[src/rtl/lsr_pkg.sv]
package lsr_pkg;

  // Position inside a locked sequence
  typedef enum logic [1:0] {
    SQ_IDLE = 2'd0,   // no lock open
    SQ_RD1  = 2'd1,   // one read seen
    SQ_RD2  = 2'd2,   // two reads seen
    SQ_WR1  = 2'd3    // read, read, write seen
  } seq_state_e;

endpackage

[src/rtl/lsr_seq_track.sv]
module lsr_seq_track
  import lsr_pkg::*;
#(
  parameter int DEV_W = 3
) (
  input  logic             clk,
  input  logic             rst_n,
  input  logic             take,
  input  logic             lock_in,
  input  logic             write_in,
  input  logic [DEV_W-1:0] dev_in,
  input  logic             shadow_in,
  input  logic             wprot_in,
  output logic             open_o,
  output logic             start_o,
  output logic             bad_o,
  output logic             finish_o,
  output logic [DEV_W-1:0] anchor_dev_o,
  output logic             anchor_wp_o
);

  seq_state_e       st_q, st_d;
  logic [DEV_W-1:0] anchor_q;
  logic             wp_q;

  always_comb begin
    st_d     = st_q;
    start_o  = 1'b0;
    bad_o    = 1'b0;
    finish_o = 1'b0;
    if (take && lock_in) begin
      unique case (st_q)
        SQ_IDLE: begin
          if (!write_in) begin
            st_d    = SQ_RD1;
            start_o = 1'b1;
          end else begin
            bad_o = 1'b1;
          end
        end
        SQ_RD1: begin
          if (write_in) begin
            st_d     = SQ_IDLE;
            finish_o = 1'b1;
          end else begin
            st_d = SQ_RD2;
          end
        end
        SQ_RD2: begin
          if (write_in) begin
            st_d = SQ_WR1;
          end else begin
            st_d  = SQ_IDLE;
            bad_o = 1'b1;
          end
        end
        SQ_WR1: begin
          st_d = SQ_IDLE;
          if (write_in) finish_o = 1'b1;
          else          bad_o    = 1'b1;
        end
        default: st_d = SQ_IDLE;
      endcase
    end
  end

  always_ff @(posedge clk or negedge rst_n) begin
    if (!rst_n) begin
      st_q     <= SQ_IDLE;
      anchor_q <= '0;
      wp_q     <= 1'b0;
    end else begin
      st_q <= st_d;
      if (start_o) begin
        anchor_q <= dev_in;
        wp_q     <= shadow_in && wprot_in;
      end
    end
  end

  assign open_o       = (st_q != SQ_IDLE);
  assign anchor_dev_o = anchor_q;
  assign anchor_wp_o  = wp_q;

endmodule

[src/rtl/lsr_route.sv]
module lsr_route #(
  parameter int DEV_W   = 3,
  parameter int MEM_DEV = 0,
  parameter int PCI_DEV = 1
) (
  input  logic             in_seq,
  input  logic             start,
  input  logic             bad,
  input  logic             write_in,
  input  logic [DEV_W-1:0] dev_in,
  input  logic             shadow_in,
  input  logic             wprot_in,
  input  logic [DEV_W-1:0] anchor_dev,
  input  logic             anchor_wp,
  output logic [DEV_W-1:0] dev_out,
  output logic             viol_out
);

  localparam logic [DEV_W-1:0] MEM_CODE = DEV_W'(MEM_DEV);
  localparam logic [DEV_W-1:0] PCI_CODE = DEV_W'(PCI_DEV);

  logic wp_eff;
  logic stray;

  assign wp_eff = start ? (shadow_in && wprot_in) : anchor_wp;
  assign stray  = in_seq && !start && !wp_eff && !shadow_in
                  && (dev_in != anchor_dev);

  always_comb begin
    dev_out  = dev_in;
    viol_out = 1'b0;
    if (bad) begin
      viol_out = 1'b1;
    end else if (in_seq) begin
      if (wp_eff) begin
        dev_out = PCI_CODE;
      end else if (shadow_in) begin
        dev_out = write_in ? MEM_CODE : PCI_CODE;
      end else begin
        viol_out = stray;
      end
    end
  end

endmodule

[src/rtl/lsr_out_reg.sv]
module lsr_out_reg #(
  parameter int W = 8
) (
  input  logic         clk,
  input  logic         rst_n,
  input  logic         load,
  input  logic [W-1:0] data_in,
  output logic         slot_free,
  output logic         valid_o,
  input  logic         ready_i,
  output logic [W-1:0] data_o
);

  logic         vld_q;
  logic [W-1:0] dat_q;

  assign slot_free = !vld_q || ready_i;

  always_ff @(posedge clk or negedge rst_n) begin
    if (!rst_n) begin
      vld_q <= 1'b0;
      dat_q <= '0;
    end else begin
      if (load) begin
        vld_q <= 1'b1;
        dat_q <= data_in;
      end else if (ready_i) begin
        vld_q <= 1'b0;
      end
    end
  end

  assign valid_o = vld_q;
  assign data_o  = dat_q;

endmodule

[src/rtl/lock_seq_router.sv]
module lock_seq_router #(
  parameter int DEV_W   = 3,
  parameter int MEM_DEV = 0,
  parameter int PCI_DEV = 1
) (
  input  logic             clk,
  input  logic             rst_n,
  input  logic             acc_valid,
  output logic             acc_ready,
  input  logic             acc_lock,
  input  logic             acc_write,
  input  logic [DEV_W-1:0] acc_dev,
  input  logic             acc_shadow,
  input  logic             acc_wprot,
  output logic             rt_valid,
  input  logic             rt_ready,
  output logic [DEV_W-1:0] rt_dev,
  output logic             rt_write,
  output logic             rt_viol,
  output logic             bus_locked,
  output logic             seq_done
);

  localparam int BEAT_W = DEV_W + 2;

  logic             take;
  logic             slot_free;
  logic             seq_open;
  logic             seq_start, seq_bad, seq_finish;
  logic [DEV_W-1:0] anchor_dev;
  logic             anchor_wp;
  logic [DEV_W-1:0] route_dev;
  logic             route_viol;
  logic [BEAT_W-1:0] beat_in, beat_out;
  logic             done_q;

  assign acc_ready = slot_free && !(seq_open && !acc_lock);
  assign take      = acc_valid && acc_ready;

  lsr_seq_track #(.DEV_W(DEV_W)) u_track (
    .clk          (clk),
    .rst_n        (rst_n),
    .take         (take),
    .lock_in      (acc_lock),
    .write_in     (acc_write),
    .dev_in       (acc_dev),
    .shadow_in    (acc_shadow),
    .wprot_in     (acc_wprot),
    .open_o       (seq_open),
    .start_o      (seq_start),
    .bad_o        (seq_bad),
    .finish_o     (seq_finish),
    .anchor_dev_o (anchor_dev),
    .anchor_wp_o  (anchor_wp)
  );

  lsr_route #(.DEV_W(DEV_W), .MEM_DEV(MEM_DEV), .PCI_DEV(PCI_DEV)) u_route (
    .in_seq     (seq_open || seq_start),
    .start      (seq_start),
    .bad        (seq_bad),
    .write_in   (acc_write),
    .dev_in     (acc_dev),
    .shadow_in  (acc_shadow),
    .wprot_in   (acc_wprot),
    .anchor_dev (anchor_dev),
    .anchor_wp  (anchor_wp),
    .dev_out    (route_dev),
    .viol_out   (route_viol)
  );

  assign beat_in = {route_viol, acc_write, route_dev};

  lsr_out_reg #(.W(BEAT_W)) u_out (
    .clk       (clk),
    .rst_n     (rst_n),
    .load      (take),
    .data_in   (beat_in),
    .slot_free (slot_free),
    .valid_o   (rt_valid),
    .ready_i   (rt_ready),
    .data_o    (beat_out)
  );

  assign rt_dev   = beat_out[DEV_W-1:0];
  assign rt_write = beat_out[DEV_W];
  assign rt_viol  = beat_out[DEV_W+1];

  always_ff @(posedge clk or negedge rst_n) begin
    if (!rst_n) done_q <= 1'b0;
    else        done_q <= take && seq_finish;
  end

  assign bus_locked = seq_open;
  assign seq_done   = done_q;

endmodule

[config.mk]
export PLATFORM = sky130hd
export DESIGN_NAME = lock_seq_router
export DESIGN_NICKNAME = d
export VERILOG_FILES = /design/src/rtl/lsr_pkg.sv /design/src/rtl/lsr_seq_track.sv /design/src/rtl/lsr_route.sv /design/src/rtl/lsr_out_reg.sv /design/src/rtl/lock_seq_router.sv
export SDC_FILE = /design/constraint.sdc
export NUM_CORES = 1
export LEC_CHECK = 0
export ABC_AREA = 1
export CORE_AREA = 2 2 43 45
export DETAILED_ROUTE_END_ITERATION = 10
export DIE_AREA = 0 0 45 47
export PLACE_DENSITY = 0.75
export SLEW_MARGIN = 10
export SYNTH_ARGS = -nofsm -noshare
export SYNTH_HDL_FRONTEND = slang
export SYNTH_HIERARCHICAL = 1
export SYNTH_SLANG_ARGS = --single-unit
[constraint.sdc]
create_clock -name clk -period 2.8 [get_ports clk]
set_input_delay 0.7 -clock clk [delete_from_list [all_inputs] [get_ports clk]]
set_output_delay 0.7 -clock clk [all_outputs]
set_load 0.02 [all_outputs]
**Yosys cells after proc, flatten, opt, wreduce, memory -nomap -nowiden**

Cells that the tools add are included.

- Register bits after elaboration: 13
- Output and inout port bits: 9

- Equal/unequal tests: 5
- Multiplexer cells: 24
- Reductions and logical operators: 24

Operators with widths:

| kind | number |
|---|---|
| 1-bit 2-to-1 mux | 15 |
| 3-bit 2-to-1 mux | 4 |
| 1-bit logical AND | 10 |
| 2-bit one-hot mux with 4 select lines | 1 |
| 1-bit zero test | 6 |
| 2-bit 2-to-1 mux | 3 |
| 2-bit == test (second input constant) | 2 |
| 2-bit nonzero test | 2 |
| 2-bit OR reduction | 2 |
| 3-bit != test | 1 |
| 2-bit by 1-bit == test with 1-bit output (second input constant) | 1 |
| 2-bit zero test | 1 |
| 1-bit logical OR | 2 |
| 2-bit != test (second input constant) | 1 |
| 1-bit one-hot mux with 2 select lines | 1 |
| 2-bit AND reduction | 1 |

**Depth between registers and ports, before layout**

- Depth in word-level cells: 16
- Mapped depth: 16
- Gate-level depth less buffers: 16

**Modules after synthesis**

Netlist, hierarchy kept.

By module, submodules not included:

| module | instances | cells an instance | area an instance (sq um) | sequential area each (sq um) |
|---|---|---|---|---|
| lsr_seq_track | 1 | 40 | 305.3 | 150.1 |
| lsr_out_reg | 1 | 25 | 221.5 | 150.1 |
| lsr_route | 1 | 30 | 135.1 | 0.0 |
| lock_seq_router | 1 | 9 | 70.1 | 25.0 |

**Least setup slack after synthesis**

No wires, ideal clock.

- Path type: register -> register
- Start point: register u_track.st_q[1]
- End point: register u_out.dat_q[1], in the netlist u_out/data_o[1]
- Arrival: 1.993 ns
- Data required time: 2.683 ns
- Slack: 0.690 ns
- Cell stages (with the launch flop): 16
- Path buffers: 0
- Clock period less this slack: 2.110 ns
- Cell sequence: dfrtp_1 nor2_4 inv_1 nand2_1 nand3_2 inv_1 nand2_1 inv_2 nand3_2 inv_1 or2_1 nand2_1 o21ai_1 nor2_1 nand2_1 nand2_1

- Word-level cells in the longest chain between the ends: 11
- Elaborated cells between the ends (all ways): 19
- Those cells by class: 2 x eq/ne; 8 x mux; 9 x reduce/logical

Ends and longest elaborated chain:

| element | RTL line | RTL |
|---|---|---|
| start: declaration | lsr_seq_track.sv:22 | `seq_state_e st_q, st_d;` |
| start signal: assignment | lsr_seq_track.sv:73 | `st_q <= st_d;` |
| 2-bit nonzero test * | lsr_seq_track.sv:81 | `assign open_o = (st_q != SQ_IDLE);` |
| net bus_locked | lock_seq_router.sv:20 | `output logic bus_locked,` |
| 1-bit logical AND * | lock_seq_router.sv:37 | `assign acc_ready = slot_free && !(seq_open && !acc_lock);` |
| 1-bit zero test * | lock_seq_router.sv:37 |  |
| 1-bit logical AND * | lock_seq_router.sv:37 |  |
| 1-bit logical AND * | lock_seq_router.sv:38 | `assign take = acc_valid && acc_ready;` |
| net take | lock_seq_router.sv:26 | `logic take;` |
| 1-bit logical AND * | lsr_seq_track.sv:31 | `if (take && lock_in) begin` |
| 1-bit 2-to-1 mux * | lsr_seq_track.sv:31 |  |
| net seq_start | lock_seq_router.sv:29 | `logic seq_start, seq_bad, seq_finish;` |
| 1-bit 2-to-1 mux | n/a |  |
| 3-bit 2-to-1 mux | lsr_route.sv:35 | `if (wp_eff) begin` |
| 3-bit 2-to-1 mux * | lsr_route.sv:34 | `end else if (in_seq) begin` |
| 3-bit 2-to-1 mux * | lsr_route.sv:32 | `if (bad) begin` |
| net route_dev[1] | lock_seq_router.sv:32 | `logic [DEV_W-1:0] route_dev;` |
| end signal: assignment | lsr_out_reg.sv:26 | `dat_q <= data_in;` |
| end: declaration | lsr_out_reg.sv:15 | `logic [W-1:0] dat_q;` |

Mark *: on every way through the listed nets, which the timed path passes. The rest lies on a longest branch.
A chain may end at the register's enable or synchronous reset.

**Worst setup path after layout**

- Start point: input port rt_ready
- End point: output port acc_ready

- Word-level cells in the longest chain between the ends: 2

Ends and longest elaborated chain:

| element | RTL line | RTL |
|---|---|---|
| start: declaration | lock_seq_router.sv:16 | `input logic rt_ready,` |
| 1-bit logical OR | lsr_out_reg.sv:17 | `assign slot_free = !vld_q \|\| ready_i;` |
| net slot_free | lock_seq_router.sv:27 | `logic slot_free;` |
| 1-bit logical AND | lock_seq_router.sv:37 |  |
| end: declaration | lock_seq_router.sv:9 | `output logic acc_ready,` |

The timed path passes the listed nets, and every way through them passes these cells.

==> Implementation_results.wiki <==
{| class="wikitable"
! Metric !! Value
|-
| Result of the run || complete, no violations
|-
| Highest Clock Rate || 401.5 MHz
|-
| Number of fillers in the final layout || 159
|-
| Hold-fix buffers at CTS || 0
|-
| Hold_ws || 0.4731 ns
|-
| Resized cells post-CTS || 1
|-
| Count of TritonRoute iterations in the first routing pass || 4
|-
| Root Buffer Master || sky130_fd_sc_hd__clkbuf_4
|-
| Routed len/inst || 10.07 µm
|-
| Width of the die || 45 µm
|-
| Sequential Area || 325.3 µm²
|-
| Yosys cell types || 17
|-
| Part of the Yosys area used for sequential elements || 44.44%
|-
| Nets || 142
|-
| Post-Route Skew || 0.003360 ns
|-
| Top cell type's share of synthesized area || 44.44%
|-
| Maximum resistive drop on vdd || 0.0004184 V
|-
| Final Routed Wirelength || 1.481 mm
|-
| Data required time at the worst endpoint || 2.10 ns
|-
| Leading cell types by total area after synthesis || sky130_fd_sc_hd__dfrtp_1, sky130_fd_sc_hd__nand2_1, sky130_fd_sc_hd__inv_1, sky130_fd_sc_hd__nand4_1, sky130_fd_sc_hd__nand3_2
|-
| Skew-Pair Late Insertion Delay || 0.27 ns
|-
| Number of antenna violations at the first check in global routing || 0
|-
| Sink Count || 13
|-
| Relative slew slack || 61.20%
|-
| Number of global-route vias before repair || 652
|-
| HPWL after DPL || 1.200 mm
|-
| Remaining number of nets flagged by the antenna check after routing || 0
|-
| Syn Nets || 115
|-
| Port Buf Inserts || 19
|-
| Area after DPL || 965.9 µm²
|-
| Setup crit start kind || input port
|-
| Worst-path clk slew || 0.07 ns
|-
| Final non-filler cell total || 147
|-
| Total number of yosys warnings || 6
|-
| Power density over cell area || 913.2 nW/µm²
|-
| Unrepaired setup endpoints after global routing || false
|-
| Static leakage || 0.5376 nW
|-
| Floorplan core area || 1652 µm²
|-
| Post-synthesis cell count || 104
|-
| All-Layer GR Usage || 17.23%
|-
| Fin worst setup slack || 0.3095 ns
|-
| Type of the worst setup path || in2out
|-
| First-pass GRT wire length || 2.635 mm
|-
| Max-slew violation count || 0
|-
| Cell count after placement || 143
|-
| Initial cell density of the core || 44.32%
|-
| Final setup violating endpoints || 0
|-
| Die area || 2115 µm²
|-
| Vias per cell || 4.707
|-
| Area of combinational cells with multiple inputs || 339.1 µm²
|-
| Row Count || 15
|-
| Sum Neg Setup Slack || 0 ns
|-
| Design Power || 0.9050 mW
|-
| Max-capacitance violation count || 0
|-
| Clock tree buffer depth || 2
|-
| Yosys top cell by area || sky130_fd_sc_hd__dfrtp_1
|-
| TritonCTS Buffers || 3
|-
| Via count || 692
|-
| Nature of the critical path endpoint || output port
|-
| Fraction of layout instances using a drive strength above 1 || 11.54%
|-
| Vertical die dimension || 47 µm
|-
| Crit path max fanout || 2
|-
| Final Cell Area || 991.0 µm²
|-
| DRC violation count after routing || 0
|-
| H-tree depth || 1
|-
| Buffers inserted during post-CTS setup optimization || 0
|-
| Final Wtd Congestion || 0.8235
|-
| Top Ports || 20
|-
| Transition time of the tightest slew-check pin || 0.5801 ns
|-
| Final hold vios || 0
|-
| Final period demand of the worst path || 2.490 ns
|-
| Clock tree from TritonCTS || done
|-
| Register bit count reported by yosys || 13
|-
| Antenna diode count || 0
|-
| Mean Syn Cell Area || 7.038 µm²
|-
| Data arrival, critical path || 1.79 ns
|-
| DRC marker count from the first detailed-route iteration || 11
|-
| Worst hold-check path type || reg2reg
|-
| Post-placement setup slack || -0.006041 ns
|-
| Largest net degree at the start of global routing || 14
|-
| Total congestion overflow after global routing || 0
|-
| Area overhead of the layout relative to synthesis || 35.38%
|-
| Crit share post-route || 88.95%
|-
| Share of the core filled with cells || 60.00%
|-
| Cell area after synthesis || 732.0 µm²
|}
==> cell usage after synthesis (all sizes together) <==
cell type / number
a21boi: 1
a21oi: 1
dfrtp: 13
inv: 18
nand2: 49
nand3: 4
nand4: 5
nor2: 7
nor3: 1
o211ai: 1
o21ai: 2
or2: 1
xnor2: 1
==> cell type report <==
| cell class | instances | area share, % |
|---|---|---|
| Inverter | 18 | 6.818 |
| Multi-Input combinational cell | 73 | 34.22 |
| Clock buffer | 4 | 2.652 |
| Sequential cell | 13 | 32.83 |
| Tap cell | 17 | 2.146 |
| Timing Repair Buffer | 22 | 21.34 |
==> power breakdown <==
group,internal [mW],total (mW),switching (mW)
Combinational,0.203,0.466,0.263
Clock,0.0551,0.112,0.0567
Sequential,0.269,0.327,0.0586
Total,0.527,0.905,0.378
==> flip-flops by register name (all words and copies together) (netlist names) <==
register              cells
u_track/st_q              2
u_track/anchor_dev_o      3
seq_done                  1
u_out/valid_o             1
u_out/data_o              5
u_track/anchor_wp_o       1
==> placed cells by master (no fill, tap or decap) <==
master,instances
sky130_fd_sc_hd__o21ai_1,2
sky130_fd_sc_hd__o211ai_1,1
sky130_fd_sc_hd__nand2_1,49
sky130_fd_sc_hd__clkbuf_1,1
sky130_fd_sc_hd__clkbuf_4,3
sky130_fd_sc_hd__nand4_1,5
sky130_fd_sc_hd__a21boi_0,1
sky130_fd_sc_hd__a21oi_1,1
sky130_fd_sc_hd__inv_2,3
sky130_fd_sc_hd__clkdlybuf4s50_1,18
sky130_fd_sc_hd__inv_1,15
sky130_fd_sc_hd__nor2_1,4
sky130_fd_sc_hd__nor3_2,1
sky130_fd_sc_hd__nor2_4,1
sky130_fd_sc_hd__xnor2_1,1
sky130_fd_sc_hd__dfrtp_1,13
sky130_fd_sc_hd__nand3_2,2
sky130_fd_sc_hd__nor2_2,2
sky130_fd_sc_hd__nand3_1,2
sky130_fd_sc_hd__or2_1,1
sky130_fd_sc_hd__buf_4,3
sky130_fd_sc_hd__dlygate4sd2_1,1
==> layer usage <==
metal,routed length (µm),track usage (%)
met1,675,20.62
met2,730,28.86
met4,8,6.471
met5,0,0
met3,67,5.769
==> worst max-delay path, cell delays in order <==
cell	delay, ns
sky130_fd_sc_hd__clkdlybuf4s50_1	0.45
sky130_fd_sc_hd__inv_1	0.04
sky130_fd_sc_hd__nand2_1	0.07
sky130_fd_sc_hd__a21boi_0	0.18
sky130_fd_sc_hd__dlygate4sd2_1	0.35
==> logic make-up (layout without fill, tap and decap cells) <==
logic type / after synthesis / after routing / share of synthesized area [%]
flops: 13 / 13 / 44.44
compound gates: 5 / 5 / 4.103
simple gates: 67 / 67 / 41.03
buf+inv: 18 / 44 / 9.230
xor+xnor: 1 / 1 / 1.197
==> worst paths after layout <==
| kind | startpoint | to | slack, ns | cells past startpoint |
|---|---|---|---|---|
| max | rt_ready | acc_ready | 0.31 | 5 |
| min | u_out/data_o[2] | u_out/data_o[2] | 0.47 | 2 |
| max reg2reg | u_track/st_q[1] | u_out/data_o[2] | 0.69 | 15 |
| min reg2reg | u_out/data_o[2] | u_out/data_o[2] | 0.47 | 2 |
| max in group asynchronous | rst_n | u_out/data_o[1] | 1.63 | 1 |
| min in group asynchronous | rst_n | seq_done | 0.80 | 1 |
No activity file was read; power rests on OpenSTA's default activity.
